**src/rtl/opnd_read_sched_pkg.sv**
```systemverilog
package opnd_read_sched_pkg;
  localparam int unsigned CLASS_W     = 3;
  localparam int unsigned NUM_CLASSES = 1 << CLASS_W;

  typedef enum logic [CLASS_W-1:0] {
    CLS_INT   = 3'd0,
    CLS_FLT   = 3'd1,
    CLS_CRALL = 3'd2,
    CLS_CRFLD = 3'd3,
    CLS_XER   = 3'd4,
    CLS_FPST  = 3'd5,
    CLS_SPRF  = 3'd6,
    CLS_SPRS  = 3'd7
  } rf_class_e;

  function automatic int unsigned rd_ports(int unsigned cls);
    case (cls)
      0:       return 4;
      1, 3, 6: return 3;
      default: return 1;
    endcase
  endfunction
endpackage

```
**src/rtl/opnd_class_pick.sv**
```systemverilog
// Grants up to LIMIT pending slots of one class, lowest index first.
module opnd_class_pick #(
  parameter int unsigned NUM_SLOTS = 8,
  parameter int unsigned CLASS_W   = 3,
  parameter int unsigned CNT_W     = 4,
  parameter logic [CLASS_W-1:0] CLASS_ID = '0,
  parameter int unsigned LIMIT     = 1
) (
  input  logic [NUM_SLOTS-1:0]         pend_i,
  input  logic [NUM_SLOTS*CLASS_W-1:0] cls_i,
  output logic [NUM_SLOTS-1:0]         grant_o,
  output logic [CNT_W-1:0]             cnt_o
);
  localparam logic [CNT_W-1:0] LIM = CNT_W'(LIMIT);

  always_comb begin
    grant_o = '0;
    cnt_o   = '0;
    for (int i = 0; i < NUM_SLOTS; i++) begin
      if (pend_i[i] && cls_i[i*CLASS_W +: CLASS_W] == CLASS_ID && cnt_o < LIM) begin
        grant_o[i] = 1'b1;
        cnt_o      = cnt_o + 1'b1;
      end
    end
  end
endmodule

```
**src/rtl/opnd_slot_store.sv**
```systemverilog
// Holds class and register number of each slot for the life of an instruction.
module opnd_slot_store #(
  parameter int unsigned NUM_SLOTS = 8,
  parameter int unsigned CLASS_W   = 3,
  parameter int unsigned REG_W     = 7
) (
  input  logic                         clk_i,
  input  logic                         rst_ni,
  input  logic                         load_i,
  input  logic [NUM_SLOTS*CLASS_W-1:0] cls_i,
  input  logic [NUM_SLOTS*REG_W-1:0]   reg_i,
  output logic [NUM_SLOTS*CLASS_W-1:0] cls_o,
  output logic [NUM_SLOTS*REG_W-1:0]   reg_o
);
  always_ff @(posedge clk_i or negedge rst_ni) begin
    if (!rst_ni) begin
      cls_o <= '0;
      reg_o <= '0;
    end else if (load_i) begin
      cls_o <= cls_i;
      reg_o <= reg_i;
    end
  end
endmodule

```
**src/rtl/opnd_read_sched.sv**
```systemverilog
module opnd_read_sched
  import opnd_read_sched_pkg::*;
#(
  parameter int unsigned NUM_SLOTS = 8,
  parameter int unsigned REG_W     = 7,
  localparam int unsigned CNT_W    = $clog2(NUM_SLOTS + 1)
) (
  input  logic                             clk_i,
  input  logic                             rst_ni,
  input  logic                             in_valid_i,
  input  logic [NUM_SLOTS-1:0]             op_valid_i,
  input  logic [NUM_SLOTS-1:0]             op_mem_i,
  input  logic [NUM_SLOTS*CLASS_W-1:0]     op_class_i,
  input  logic [NUM_SLOTS*REG_W-1:0]       op_reg_i,
  output logic                             stall_o,
  output logic                             issue_o,
  output logic [NUM_SLOTS-1:0]             grant_o,
  output logic [NUM_CLASSES*CNT_W-1:0]     grant_cnt_o,
  output logic [NUM_SLOTS*CLASS_W-1:0]     grant_class_o,
  output logic [NUM_SLOTS*REG_W-1:0]       grant_reg_o
);
  logic                 busy_q;
  logic [NUM_SLOTS-1:0] pend_q, pend_next, grant;
  logic [NUM_SLOTS-1:0] grant_c [NUM_CLASSES];
  logic                 accept;

  assign accept = !busy_q && in_valid_i;

  opnd_slot_store #(
    .NUM_SLOTS(NUM_SLOTS), .CLASS_W(CLASS_W), .REG_W(REG_W)
  ) u_store (
    .clk_i  (clk_i),
    .rst_ni (rst_ni),
    .load_i (accept),
    .cls_i  (op_class_i),
    .reg_i  (op_reg_i),
    .cls_o  (grant_class_o),
    .reg_o  (grant_reg_o)
  );

  for (genvar c = 0; c < NUM_CLASSES; c++) begin : g_cls
    opnd_class_pick #(
      .NUM_SLOTS(NUM_SLOTS), .CLASS_W(CLASS_W), .CNT_W(CNT_W),
      .CLASS_ID(CLASS_W'(c)), .LIMIT(rd_ports(c))
    ) u_pick (
      .pend_i  (pend_q),
      .cls_i   (grant_class_o),
      .grant_o (grant_c[c]),
      .cnt_o   (grant_cnt_o[c*CNT_W +: CNT_W])
    );
  end

  always_comb begin
    grant = '0;
    for (int c = 0; c < NUM_CLASSES; c++) grant = grant | grant_c[c];
  end

  assign pend_next = pend_q & ~grant;
  assign grant_o   = grant;
  assign stall_o   = busy_q;
  assign issue_o   = busy_q && (pend_next == '0);

  always_ff @(posedge clk_i or negedge rst_ni) begin
    if (!rst_ni) begin
      busy_q <= 1'b0;
      pend_q <= '0;
    end else if (accept) begin
      busy_q <= 1'b1;
      pend_q <= op_valid_i & ~op_mem_i;   // memory operands never need a port
    end else if (busy_q) begin
      pend_q <= pend_next;
      if (issue_o) busy_q <= 1'b0;
    end
  end
endmodule

```
**config.mk**
```make
export PLATFORM = sky130hd
export DESIGN_NAME = opnd_read_sched
export DESIGN_NICKNAME = d
export VERILOG_FILES = /design/src/rtl/opnd_read_sched_pkg.sv /design/src/rtl/opnd_class_pick.sv /design/src/rtl/opnd_slot_store.sv /design/src/rtl/opnd_read_sched.sv
export SDC_FILE = /design/constraint.sdc
export NUM_CORES = 1
export LEC_CHECK = 0
export ABC_AREA = 0
export BUFFER_PORTS_ARGS = -buffer_cell sky130_fd_sc_hd__buf_2
export CELL_PAD_IN_SITES_DETAIL_PLACEMENT = 1
export CELL_PAD_IN_SITES_GLOBAL_PLACEMENT = 2
export CORE_ASPECT_RATIO = 1.1
export CORE_UTILIZATION = 32
export CTS_BUF_LIST = sky130_fd_sc_hd__clkbuf_8
export DETAILED_ROUTE_END_ITERATION = 12
export PLACE_DENSITY = 0.89
export SETUP_SLACK_MARGIN = 0.02
export SLEW_MARGIN = 10
export SYNTH_ARGS = -nofsm -noshare
export SYNTH_HDL_FRONTEND = slang
export SYNTH_SLANG_ARGS = --single-unit
```
**constraint.sdc**
```tcl
create_clock -name clk_i -period 9.6 [get_ports clk_i]
set_input_delay 0.96 -clock clk_i [delete_from_list [all_inputs] [get_ports clk_i]]
set_output_delay 0.96 -clock clk_i [all_outputs]
set_load 0.005 [all_outputs]
```
# ---- Word-level counts from Yosys, hierarchy flattened
# Cells that the tools add are included.
# Widths: inputs -> output; s select.
dict set report word_totals {
  reg_bits 89
  input_bits 99
  output_inout_bits 122
  word_cells 449
}
dict set report classes {
  n_eq_ne 56
  reduce_logical 133
  bitwise 11
  muxes 133
  addsub 56
  n_lt_le_gt_ge 56
}
# op count
set ops {}
lappend ops {{$mux 4} 56}
lappend ops {{$add 4x1->4 const B} 48}
lappend ops {{$logic_and 1x1->1} 122}
lappend ops {{$eq 3x3->1 const B} 32}
lappend ops {{$lt 4x1->1 const B} 24}
lappend ops {{$mux 1} 75}
lappend ops {{$lt 4x2->1 const B} 18}
lappend ops {{$or 8x8->8} 7}
lappend ops {{$eq 3x2->1 const B} 16}
lappend ops {{$eq 3x1->1 const B} 8}
lappend ops {{$logic_not 3->1} 8}
lappend ops {{$lt 4x3->1 const B} 6}
lappend ops {{$add 1x1->2 const B} 8}
lappend ops {{$and 8x8->8} 2}
lappend ops {{$mux 8} 2}
lappend ops {{$not 8->8} 2}
lappend ops {{$logic_not 8->1} 1}
lappend ops {{$lt 1x2->1 const B} 3}
lappend ops {{$lt 1x1->1 const B} 4}
lappend ops {{$lt 1x3->1 const B} 1}
lappend ops {{$reduce_bool 2->1} 1}
lappend ops {{$logic_not 1->1} 1}

# ---- Longest topological paths before layout
# Gate-level depths: netlist of run 1.
dict set report depth {
  depth_word 38
  depth_mapped 32
  mapped_depth_nobuf 31
}

# ---- Modules after synthesis
# Synthesis of run 1 repeated with hierarchy kept, for this count alone.
dict set report hier_totals {
  cells_unflattened 701
  area_unflattened_um2 7609.8
}
# module area_each_um2 n_inst cells_each seq_area_each_um2
set modules_own_cells {}
lappend modules_own_cells {opnd_slot_store 3374.5 1 169 2001.9}
lappend modules_own_cells {{opnd_class_pick (g_cls[3].u_pick ...)} 518.0 2 61 0.0}
lappend modules_own_cells {opnd_read_sched 675.6 1 90 225.2}
lappend modules_own_cells {{opnd_class_pick (g_cls[0].u_pick)} 606.8 1 74 0.0}
lappend modules_own_cells {{opnd_class_pick (g_cls[1].u_pick)} 544.3 1 63 0.0}
lappend modules_own_cells {{opnd_class_pick (g_cls[5].u_pick)} 381.6 1 46 0.0}
lappend modules_own_cells {{opnd_class_pick (g_cls[4].u_pick)} 344.1 1 47 0.0}
lappend modules_own_cells {{opnd_class_pick (g_cls[2].u_pick)} 324.1 1 44 0.0}
lappend modules_own_cells {{opnd_class_pick (g_cls[7].u_pick)} 322.8 1 46 0.0}

# ---- Least setup slack after synthesis of run 1
# No wires, ideal clock.
dict set report synth_path {
  path_type {reg-to-output}
  from {reg u_store.cls_o[5]}
  to {out issue_o}
  required_time_ns 8.640
  setup_slack_ns 2.338
  arrival_ns 6.302
  stages_incl_launch_ff 29
  path_cell_list {dfrtp_1 > clkbuf_1 > nand2b_1 > nor2_1 > nand2_1 > inv_1 > ha_1 > nand2b_1 > mux2_2 > ha_1 > or3_1 > nor3_1 > nor2_1 > ha_1 > nor4_2 > xnor3_1 > inv_1 > ha_1 > or4bb_1 > nor2_1 > nor2_1 > ha_1 > nor4_1 > o31ai_1 > ha_1 > nor4b_1 > nor4_1 > nand4_1 > and4_1}
}
dict set report synth_via {
  elab_chain_cells 33
}
# element line
set synth_lines {}
lappend synth_lines {{from (decl)} opnd_slot_store.sv:12} ;# output logic [NUM_SLOTS*CLASS_W-1:0] cls_o,
lappend synth_lines {{from (signal assigned)} opnd_slot_store.sv:20} ;# cls_o <= cls_i;
lappend synth_lines {{$eq 3x1->1 or $logic_not 3->1 (tied branches)} opnd_class_pick.sv:20} ;# if (pend_i[i] && cls_i[i*CLASS_W +: CLASS_W] == CLASS_ID && cnt_o < LIM) begin
lappend synth_lines {{$logic_and 1x1->1 (2 in series)} opnd_class_pick.sv:20}
lappend synth_lines {{$mux 4} opnd_class_pick.sv:20}
lappend synth_lines {{$lt 4x2->1 or $lt 4x3->1 (tied branches)} opnd_class_pick.sv:20}
lappend synth_lines {{$logic_and 1x1->1} opnd_class_pick.sv:20}
lappend synth_lines {{$mux 4} opnd_class_pick.sv:20}
lappend synth_lines {{$lt 4x2->1 or $lt 4x3->1 (tied branches)} opnd_class_pick.sv:20}
lappend synth_lines {{$logic_and 1x1->1} opnd_class_pick.sv:20}
lappend synth_lines {{[... 11 more ...]} -}
lappend synth_lines {{$logic_and 1x1->1} opnd_class_pick.sv:20}
lappend synth_lines {{$mux 1} opnd_class_pick.sv:20}
lappend synth_lines {{$or 8x8->8 (6 in series)} opnd_read_sched.sv:55} ;# for (int c = 0; c < NUM_CLASSES; c++) grant = grant | grant_c[c];
lappend synth_lines {{$or 8x8->8 (*)} opnd_read_sched.sv:55}
lappend synth_lines {{$not 8->8 (*)} opnd_read_sched.sv:58} ;# assign pend_next = pend_q & ~grant;
lappend synth_lines {{$and 8x8->8 (*)} opnd_read_sched.sv:58}
lappend synth_lines {{$logic_not 8->1 (*)} opnd_read_sched.sv:61} ;# assign issue_o = busy_q && (pend_next == '0);
lappend synth_lines {{$logic_and 1x1->1 (*)} opnd_read_sched.sv:61}
lappend synth_lines {{to (decl)} opnd_read_sched.sv:16} ;# output logic issue_o,
# Every way passes the cells marked *; elsewhere a longest branch is shown, timed or not.

# ---- Final worst setup path of run 1
# Ends and elaborated chain as after synthesis.

==> results of run 1 <==
Yosys cell counts, drive strengths merged (5+ instances only):
| cell | instances |
|---|---|
| a211o | 5 |
| a211oi | 6 |
| a21oi | 11 |
| and2 | 9 |
| buf | 18 |
| clkbuf | 26 |
| dfrtp | 89 |
| ha | 50 |
| inv | 51 |
| mux2 | 97 |
| nand2 | 36 |
| nand2b | 17 |
| nand3 | 17 |
| nand3b | 7 |
| nand4 | 16 |
| nand4b | 12 |
| nand4bb | 6 |
| nor2 | 36 |
| nor2b | 6 |
| nor3 | 10 |
| nor3b | 5 |
| nor4 | 5 |
| nor4b | 5 |
| o21ai | 15 |
| or3 | 7 |
| xnor2 | 18 |
| xor2 | 11 |
per-stage QoR:
stage / instances / hold slack [ps] / utilization [%] / cell area [um^2] / power [mW]
floorplan: 685 / 505 / - / 6740 / 1.50
global placement: 1111 / 483 / 38.7 / 7930 / 1.96
detailed placement: 1111 / 491 / 38.7 / 7930 / 2.01
CTS: 1127 / 412 / 39.6 / 8130 / 2.29
global route: 1127 / 436 / 39.6 / 8130 / 2.45
finish: 1127 / 431 / 39.6 / 8130 / 2.25
cell families (layout without fill, tap and decap cells):
| logic type | Yosys count | after routing | synth area share, % |
|---|---|---|---|
| fa+ha+maj | 50 | 50 | 9.36 |
| mux | 99 | 99 | 16.6 |
| other cells | 2 | 15 | 0.112 |
| flops | 89 | 89 | 33.3 |
| compound gates | 88 | 88 | 9.90 |
| xor+xnor | 33 | 33 | 5.30 |
| simple gates | 216 | 216 | 19.3 |
| buf+inv | 95 | 281 | 6.08 |
state kept, by name, indices dropped and copies added, names as in the netlist:
| register | count |
|---|---|
| stall_o | 1 |
| pend_q | 8 |
| u_store.reg_o | 56 |
| u_store.cls_o | 24 |
layout make-up:
class,count,area share [%]
inverters,51,2.35
repair buffers,214,13.3
well taps,256,3.94
multi-input cells,501,50.5
clock buffers,9,1.52
flip-flops and latches,89,27.4
clock inverters,7,0.939
power groups by stage:
stage | registers, mW | clock network, mW | logic, mW
global route | 0.864 | 0.290 | 1.29
detailed placement | 0.833 | 0 | 1.18
finish | 0.824 | 0.266 | 1.16
floorplan | 0.701 | 0 | 0.796
global placement | 0.815 | 0 | 1.15
CTS | 0.826 | 0.282 | 1.18
worst paths after layout:
path / startpoint / endpoint / slack [ps] / cells after the start
worst min register to register: u_store.reg_o[40] / u_store.reg_o[40] / 510 / 1
worst max register to register: u_store.cls_o[5] / pend_q[7] / 2330 / 27
worst max-delay path: u_store.cls_o[5] / issue_o / 990 / 28
max in group asynchronous: rst_ni / u_store.cls_o[14] / 7920 / 2
min in group clk_i: u_store.reg_o[40] / u_store.reg_o[40] / 510 / 1
worst min-delay path: rst_ni / u_store.cls_o[10] / 430 / 1
routing by layer:
metal	track usage (%)	routed length [um]	vias to the layer above
met4	4.60	222	0
li1	-	-	2792
met1	23.6	8740	2902
met3	4.48	1230	16
met2	34.7	10400	166
met5	0	0	-
worst reg2reg max path: stages, from the launching register on:
cell and delay, ps:
dfrtp_1 540, nand2b_1 170, nor2_1 40, nand2_1 90, inv_1 50, ha_1 320, nand2b_1 80, mux2_2 310
ha_1 190, or3_1 370, nor3_1 340, nor2_1 80, ha_1 210, nor4_2 470, xnor3_1 400, inv_1 60
ha_1 190, or4bb_1 590, nor2_1 170, nor2_1 70, ha_1 200, nor4_1 580, xor2_1 210, ha_1 240
nor4b_1 560, nor4_1 200, a41o_1 280, a32o_1 200
==> flow_metrics.tcl, run 1 <==
set metrics [dict create \
    cp.required_ps 8640 \
    antenna_found_initial 0 \
    finalSetupTns_ps 0 \
    die_area_um2 21500 \
    clkLatencyLatePin_ps 390 \
    grt_max_degree 84 \
    nets 1015 \
    hpwl_um 16200 \
    grt_overflow 0 \
    relSlewSlack_pct 30.5 \
    fin_crit_sh_pct 89.6 \
    place_congestion 0.795 \
    path_buf_inv 3 \
    fin_worst_skew_ps 23.0 \
    async_flop_share_pct 100 \
    vias_per_cell 5.21 \
    leakage_nw 4.05 \
    layout_commonest_cell "buf_2" \
    rsz0062_at_grt "false" \
    synth_area_leader_cell "dfrtp_1" \
    hold_viol_final 0 \
    max_freq_mhz 116 \
    rows 55 \
    grt.total_usage_pct 19.5 \
    status "complete, no violations" \
    cts_tree "yes" \
    place_ws_ps 1520 \
    seqCellArea_um2 2230 \
    nFillCells 2432 \
    first_iter_violations 211 \
    synth_top_area_share_pct 33.3 \
    cp_max_fo 12 \
    mostFrequentLayoutCells "buf_2, mux2_2, dfrtp_1" \
    netlist_instances 672 \
    cpMostUsedCell "ha_1" \
    antenna_left 0 \
    initial_core_util_pct 32.6 \
    syn_area_um2 6690 \
    drc_errors 0 \
    switching_share_pct 44.1 \
    grt_pass1_wl_um 32900 \
    yosysSeqAreaShare_pct 33.3 \
    h-tree-depth 3 \
    finalWorstSetupSlack_ps 995 \
    path_class "register to output pin" \
    vias 5876 \
    synth-seq-cells 89 \
    routedWlPerCell_um 18.3 \
    drv_slew 0 \
    multiInputGateArea_um2 4110 \
    cts_setup_buffers 0 \
    critPathSlowestCell "or4bb_1" \
    die_h_um 154 \
    hold_path_class "primary input to async pin" \
    critPathCaptureType "output pin" \
    port_buffers 211 \
    postCtsHoldBufs 0 \
    area_growth_pct 21.6 \
    switchingPower_mw 0.993 \
    setup_viol 0 \
    start_kind "register" \
    syn_area_per_cell_um2 9.95 \
    intPower_mw 1.26 \
    grt_pass1_vias 6234 \
    power_density_nw_per_um2 277 \
    arrival_ps 7650 \
    cp_slowest_stage_delay_ps 590 \
    cts.path.max_buffers 2 \
    die_w_um 140 \
    crit_family "simple AND/OR/NAND/NOR gates" \
    clkTransAtPathRegs_ps 110 \
    ys.flop_type "dfrtp_1" \
    maxCapViolCount 0 \
    min_period_ps 8610 \
    p_clk_share_pct 11.8 \
    post_cts_resized 0 \
    power_frac_comb_pct 51.6 \
    irDropWorstVdd_v 0.000114 \
    seqPwrFrac_pct 36.6 \
    yosys_warnings 0 \
    first_pass_iters 4 \
    io_pins 221 \
    synth-edff-count 0 \
    core_um2 20500 \
    wl_um 20600 \
    tightest_slew_ps 1040 \
    n_antenna_cell 0 \
    drive_above_1_share_pct 39.0 \
    cts_root_buf "clkbuf_8" \
    cts_buffers 9 \
    synthTopCellsByArea "dfrtp_1, mux2_2, ha_1, inv_1, xnor2_1" \
    cts_sinks 89 \
    synthDistinctLibCells 71 \
]
No activity file was read; power rests on OpenSTA's default activity.
==> run 2: changes to the inputs <==
--- a/config.mk
+++ b/config.mk
@@ -10,10 +10,10 @@
 export CELL_PAD_IN_SITES_DETAIL_PLACEMENT = 1
 export CELL_PAD_IN_SITES_GLOBAL_PLACEMENT = 2
 export CORE_ASPECT_RATIO = 1.1
-export CORE_UTILIZATION = 32
+export CORE_UTILIZATION = 34
 export CTS_BUF_LIST = sky130_fd_sc_hd__clkbuf_8
 export DETAILED_ROUTE_END_ITERATION = 12
-export PLACE_DENSITY = 0.89
+export PLACE_DENSITY = 0.93
 export SETUP_SLACK_MARGIN = 0.02
 export SLEW_MARGIN = 10
 export SYNTH_ARGS = -nofsm -noshare
==> constraint.sdc (replaced) <==
create_clock -name clk_i -period 10.7 [get_ports clk_i]
set_input_delay 1.07 -clock clk_i [delete_from_list [all_inputs] [get_ports clk_i]]
set_output_delay 1.07 -clock clk_i [all_outputs]
set_load 0.005 [all_outputs]
==> flow_metrics.tcl, run 2 (synthesis results as in run 1) <==
set metrics [dict create \
    irDropWorstVdd_v 0.000123 \
    first_iter_violations 214 \
    initial_core_util_pct 34.9 \
    drive_above_1_share_pct 39.0 \
    cpMostUsedCell "ha_1" \
    rows 53 \
    whs_path_depth 1 \
    cp_slowest_stage_delay_ps 620 \
    place_congestion 0.852 \
    hold_viol_final 0 \
    vias 5905 \
    mostFrequentLayoutCells "buf_2, mux2_2, dfrtp_1" \
    antenna_found_initial 0 \
    antenna_left 0 \
    cp_max_fo 12 \
    multiInputGateArea_um2 4110 \
    cp.required_ps 9630 \
    cts_tree "yes" \
    cts_sinks 89 \
    setup_viol 0 \
    post_cts_resized 0 \
    die_w_um 136 \
    first_pass_iters 4 \
    cts.path.max_buffers 2 \
    regMostFlops "u_store.reg_o" \
    postCtsHoldBufs 0 \
    seqCellArea_um2 2230 \
    power_density_nw_per_um2 250 \
    leakage_nw 4.05 \
    critPathCaptureType "output pin" \
    die_h_um 149 \
    nets 1014 \
    grt_overflow 0 \
    regToRegSetupSlack_ps 3320 \
    rsz0062_at_grt "false" \
    grt_pass1_wl_um 32200 \
    core_um2 19200 \
    holdPathEnd "u_store.reg_o[49]" \
    min_period_ps 8840 \
    cts_setup_buffers 0 \
    crit_family "simple AND/OR/NAND/NOR gates" \
    status "complete, no violations" \
    wl_um 20200 \
    timing.hold.ws_ps 512 \
    worstReg2RegEnd "pend_q[7]" \
    vias_per_cell 5.29 \
    grt.total_usage_pct 20.5 \
    drc_errors 0 \
    r2r_start "u_store.cls_o[5]" \
    fin_worst_skew_ps 14.1 \
    relSlewSlack_pct 28.2 \
    path_class "register to output pin" \
    arrival_ps 7770 \
    area_growth_pct 21.4 \
    hold_path_class "register to register" \
    clkTransAtPathRegs_ps 100 \
    clkLatencyLatePin_ps 380 \
    n_antenna_cell 0 \
    start_kind "register" \
    min_from "u_store.reg_o[49]" \
    grt_pass1_vias 6233 \
    maxCapViolCount 0 \
    grt_max_degree 87 \
    fin_crit_sh_pct 82.6 \
    die_area_um2 20200 \
    hpwl_um 16300 \
    io_pins 221 \
    cts_root_buf "clkbuf_8" \
    layout_commonest_cell "buf_2" \
    largestRegisters "u_store.reg_o: 56 flops, u_store.cls_o: 24 flops, pend_q: 8 flops" \
    finalSetupTns_ps 0 \
    port_buffers 211 \
    h-tree-depth 3 \
    cts_buffers 9 \
    r2r_cells 27 \
    drv_slew 0 \
    critPathSlowestCell "nor4b_1" \
    tightest_slew_ps 1080 \
    path_buf_inv 3 \
    nFillCells 2275 \
    max_freq_mhz 113 \
    largest_reg_flops 56 \
    routedWlPerCell_um 18.1 \
]
run 2: final cells by class:
cell class | instances | share of cell area (%)
flip-flops and latches | 89 | 27.4
multi-input cells | 501 | 50.6
repair buffers | 213 | 13.2
clock inverters | 7 | 1.05
inverters | 51 | 2.36
well taps | 247 | 3.81
clock buffers | 9 | 1.53
run 2: stage by stage:
step | std cells | cell area (um^2) | power [mW] | setup slack (ps) | util, %
2_1_floorplan | 685 | 6740 | 1.34 | 3330 | -
3_3_place_gp | 1101 | 7910 | 1.75 | 2590 | 41.3
3_5_place_dp | 1101 | 7910 | 1.79 | 2310 | 41.3
4_1_cts | 1117 | 8120 | 2.06 | 1850 | 42.4
5_1_grt | 1117 | 8120 | 2.20 | 1140 | 42.4
6_report | 1117 | 8120 | 2.03 | 1860 | 42.4
run 2: how the worst max path moves through the flow:
stage,startpoint,cells after the start,to,slack (ps)
after floorplan,u_store.cls_o[5],28,issue_o,3330
after global placement,u_store.cls_o[5],28,issue_o,2590
after detailed placement,u_store.cls_o[5],28,issue_o,2310
after CTS,u_store.cls_o[5],28,issue_o,1850
final,u_store.cls_o[5],28,issue_o,1860
after global routing,u_store.cls_o[5],28,issue_o,1140
run 2: report_power, final:
part	total [mW]	internal, mW	switching, mW
Clock	0.256	0.113	0.143
Combinational	1.04	0.537	0.504
Sequential	0.732	0.502	0.230
Total	2.03	1.15	0.877
run 2: metal layers:
metal	vias to the layer above	global-route usage [%]	share of wire (%)
met5	-	0	0
met1	2914	24.4	42
li1	2792	-	-
met3	19	5.20	6.9
met4	0	6.29	1.6
met2	180	35.7	50
run 2: worst reg2reg max path: cells and delay by family, from the launching register on:
family	cells	cell delay [ps]
adder cells (fa/ha/maj)	6	1360
flip-flops	1	550
buffers and inverters	2	110
XOR/XNOR	2	620
AND/OR/NAND/NOR	13	3820
AO/OA/AOI/OAI	4	860
==> run 3: changes to the inputs <==
--- a/config.mk
+++ b/config.mk
@@ -5,15 +5,15 @@
 export SDC_FILE = /design/constraint.sdc
 export NUM_CORES = 1
 export LEC_CHECK = 0
-export ABC_AREA = 0
+export ABC_AREA = 1
 export BUFFER_PORTS_ARGS = -buffer_cell sky130_fd_sc_hd__buf_2
 export CELL_PAD_IN_SITES_DETAIL_PLACEMENT = 1
 export CELL_PAD_IN_SITES_GLOBAL_PLACEMENT = 2
 export CORE_ASPECT_RATIO = 1.1
-export CORE_UTILIZATION = 34
+export CORE_UTILIZATION = 25
 export CTS_BUF_LIST = sky130_fd_sc_hd__clkbuf_8
 export DETAILED_ROUTE_END_ITERATION = 12
-export PLACE_DENSITY = 0.93
+export PLACE_DENSITY = 0.85
 export SETUP_SLACK_MARGIN = 0.02
 export SLEW_MARGIN = 10
 export SYNTH_ARGS = -nofsm -noshare
==> constraint.sdc (replaced) <==
create_clock -name clk_i -period 7.7 [get_ports clk_i]
set_input_delay 0.77 -clock clk_i [delete_from_list [all_inputs] [get_ports clk_i]]
set_output_delay 0.77 -clock clk_i [all_outputs]
set_load 0.005 [all_outputs]
==> flow_metrics.tcl, run 3 <==
set metrics [dict create \
    status "complete, no violations" \
    antenna_left 0 \
    arrival_ps 6440 \
    cpMostUsedCell "nand2_1" \
    rows 62 \
    maxCapViolCount 0 \
    drc_errors 0 \
    cts_sinks 89 \
    dpl-instance-area_um2 8160 \
    regMostFlops "u_store.reg_o" \
    hold_viol_final 0 \
    synth_area_leader_cell "dfrtp_1" \
    r2r_start "u_store.cls_o[0]" \
    postLayoutCellArea_um2 8590 \
    cp_max_fo 5 \
    async_flop_share_pct 100 \
    synth-edff-count 0 \
    tightest_slew_ps 986 \
    first_pass_iters 4 \
    place_congestion 0.808 \
    start_kind "register" \
    leakage_nw 5.09 \
    critPathSlowestCell "dfrtp_1" \
    synth_top_area_share_pct 33.2 \
    wl_um 23700 \
    n_antenna_cell 0 \
    cp_slowest_stage_delay_ps 440 \
    fin_worst_skew_ps 17.2 \
    hold_path_class "primary input to async pin" \
    nets 1395 \
    hpwl_um 19200 \
    netlist_instances 1019 \
    synthTopCellsByArea "dfrtp_1, nand2_1, ha_1, inv_1, nand3_1" \
    r2r_cells 40 \
    place_ws_ps 385 \
    setup_viol 0 \
    cts_tree "yes" \
    die_h_um 174 \
    die_w_um 158 \
    fin_crit_sh_pct 93.7 \
    grt_pass1_vias 7524 \
    yosysSeqAreaShare_pct 33.2 \
    mostFrequentLayoutCells "nand2_1, buf_2, inv_1" \
    cts_root_buf "clkbuf_8" \
    vias 7125 \
    yosys_warnings 0 \
    io_pins 221 \
    max_freq_mhz 139 \
    synth.top_cells.by_count "nand2_1, inv_1, dfrtp_1" \
    grt_overflow 0 \
    relSlewSlack_pct 34.0 \
    initial_core_util_pct 25.6 \
    synthDistinctLibCells 32 \
    grt_pass1_wl_um 38100 \
    critPathCaptureType "output pin" \
    synth-seq-cells 89 \
    first_iter_violations 208 \
    crit_path_start "u_store.cls_o[0]" \
    syn_area_per_cell_um2 6.58 \
    port_buffers 211 \
    timing.hold.ws_ps 296 \
    drive_above_1_share_pct 27.6 \
    final_core_util_pct 32.8 \
    layout_commonest_cell "nand2_1" \
    antenna_found_initial 0 \
    die_area_um2 27500 \
    irDropWorstVdd_v 0.000126 \
    core_um2 26200 \
    clkLatencyLatePin_ps 410 \
    grt_max_degree 73 \
    cts_buffers 9 \
    postCtsHoldBufs 0 \
    path_class "register to output pin" \
    min_period_ps 7210 \
    grt.total_usage_pct 17.9 \
    cts.path.max_buffers 2 \
    yosysMostFrequentCell "nand2_1" \
    h-tree-depth 3 \
    routedWlPerCell_um 14.8 \
    area_growth_pct 28.1 \
    largest_reg_flops 56 \
    clkTransAtPathRegs_ps 110 \
    vias_per_cell 4.44 \
    finalWorstSetupSlack_ps 486 \
    syn_area_um2 6710 \
    drv_slew 0 \
    cp.required_ps 6930 \
    ys.flop_type "dfrtp_1" \
    power_density_nw_per_um2 324 \
    largestRegisters "u_store.reg_o: 56 flops, u_store.cls_o: 24 flops, pend_q: 8 flops" \
]
run 3: what timing repair did:
item | 4_1_cts | 5_1_grt
hold endpoints to repair | 0 | 0
pin swaps | 1 | 14
endpoints found under the setup margin | 1 | 6
gates resized for setup | 2 | 32
setup buffers | 2 | 14
run 3: routing by layer:
metal	wire (um)	track usage, %
met1	10400	21.9
met2	11900	31.3
met3	1190	3.98
met4	265	4.45
met5	0	0
run 3: path summary, 6_finish.rpt:
check / to / slack, ps
max: issue_o / 490
min: u_store.reg_o[10] / 300
max in group asynchronous: u_store.reg_o[47] / 6190
min reg2reg: u_store.reg_o[14] / 480
min in group clk_i: u_store.reg_o[14] / 480
max reg2reg: stall_o / 1630
run 3: metrics by stage:
stage	cells	power [mW]	setup TNS, ps
2_1_floorplan	1032	1.73	0
3_3_place_gp	1571	2.37	0
3_5_place_dp	1571	2.41	0
4_1_cts	1589	2.81	0
5_1_grt	1603	3.08	-25.8
6_report	1603	2.79	0
run 3: final cells by class:
class | instances | area [um^2]
clock buffers | 9 | 124
clock inverters | 7 | 86.3
fillers | 3458 | 17600
inverters | 135 | 508
multi-input cells | 779 | 3990
flip-flops and latches | 89 | 2230
well taps | 352 | 440
repair buffers | 232 | 1220
run 3: worst max-delay path, delay by kind of cell, from the launching register on:
kind	cells	cell delay, ps
DFF	1	440
buffers and inverters	6	660
and+or+nand+nor	26	3370
AOI/OAI and AO/OA	1	130
adders and majority gates	7	1450
run 3: cell families after synthesis:
group	Yosys count	share of synthesized area, %
flops	89	33.2
fa+ha+maj	50	9.32
other cells	2	0.112
buf+inv	164	9.68
simple gates	650	42.2
compound gates	58	4.70
xor+xnor	6	0.783
run 3: power by group:
group | switching [mW] | leakage (nW) | internal [mW]
Sequential | 0.195 | 1.11 | 0.682
Combinational | 0.958 | 3.88 | 0.580
Clock | 0.213 | 0.104 | 0.157
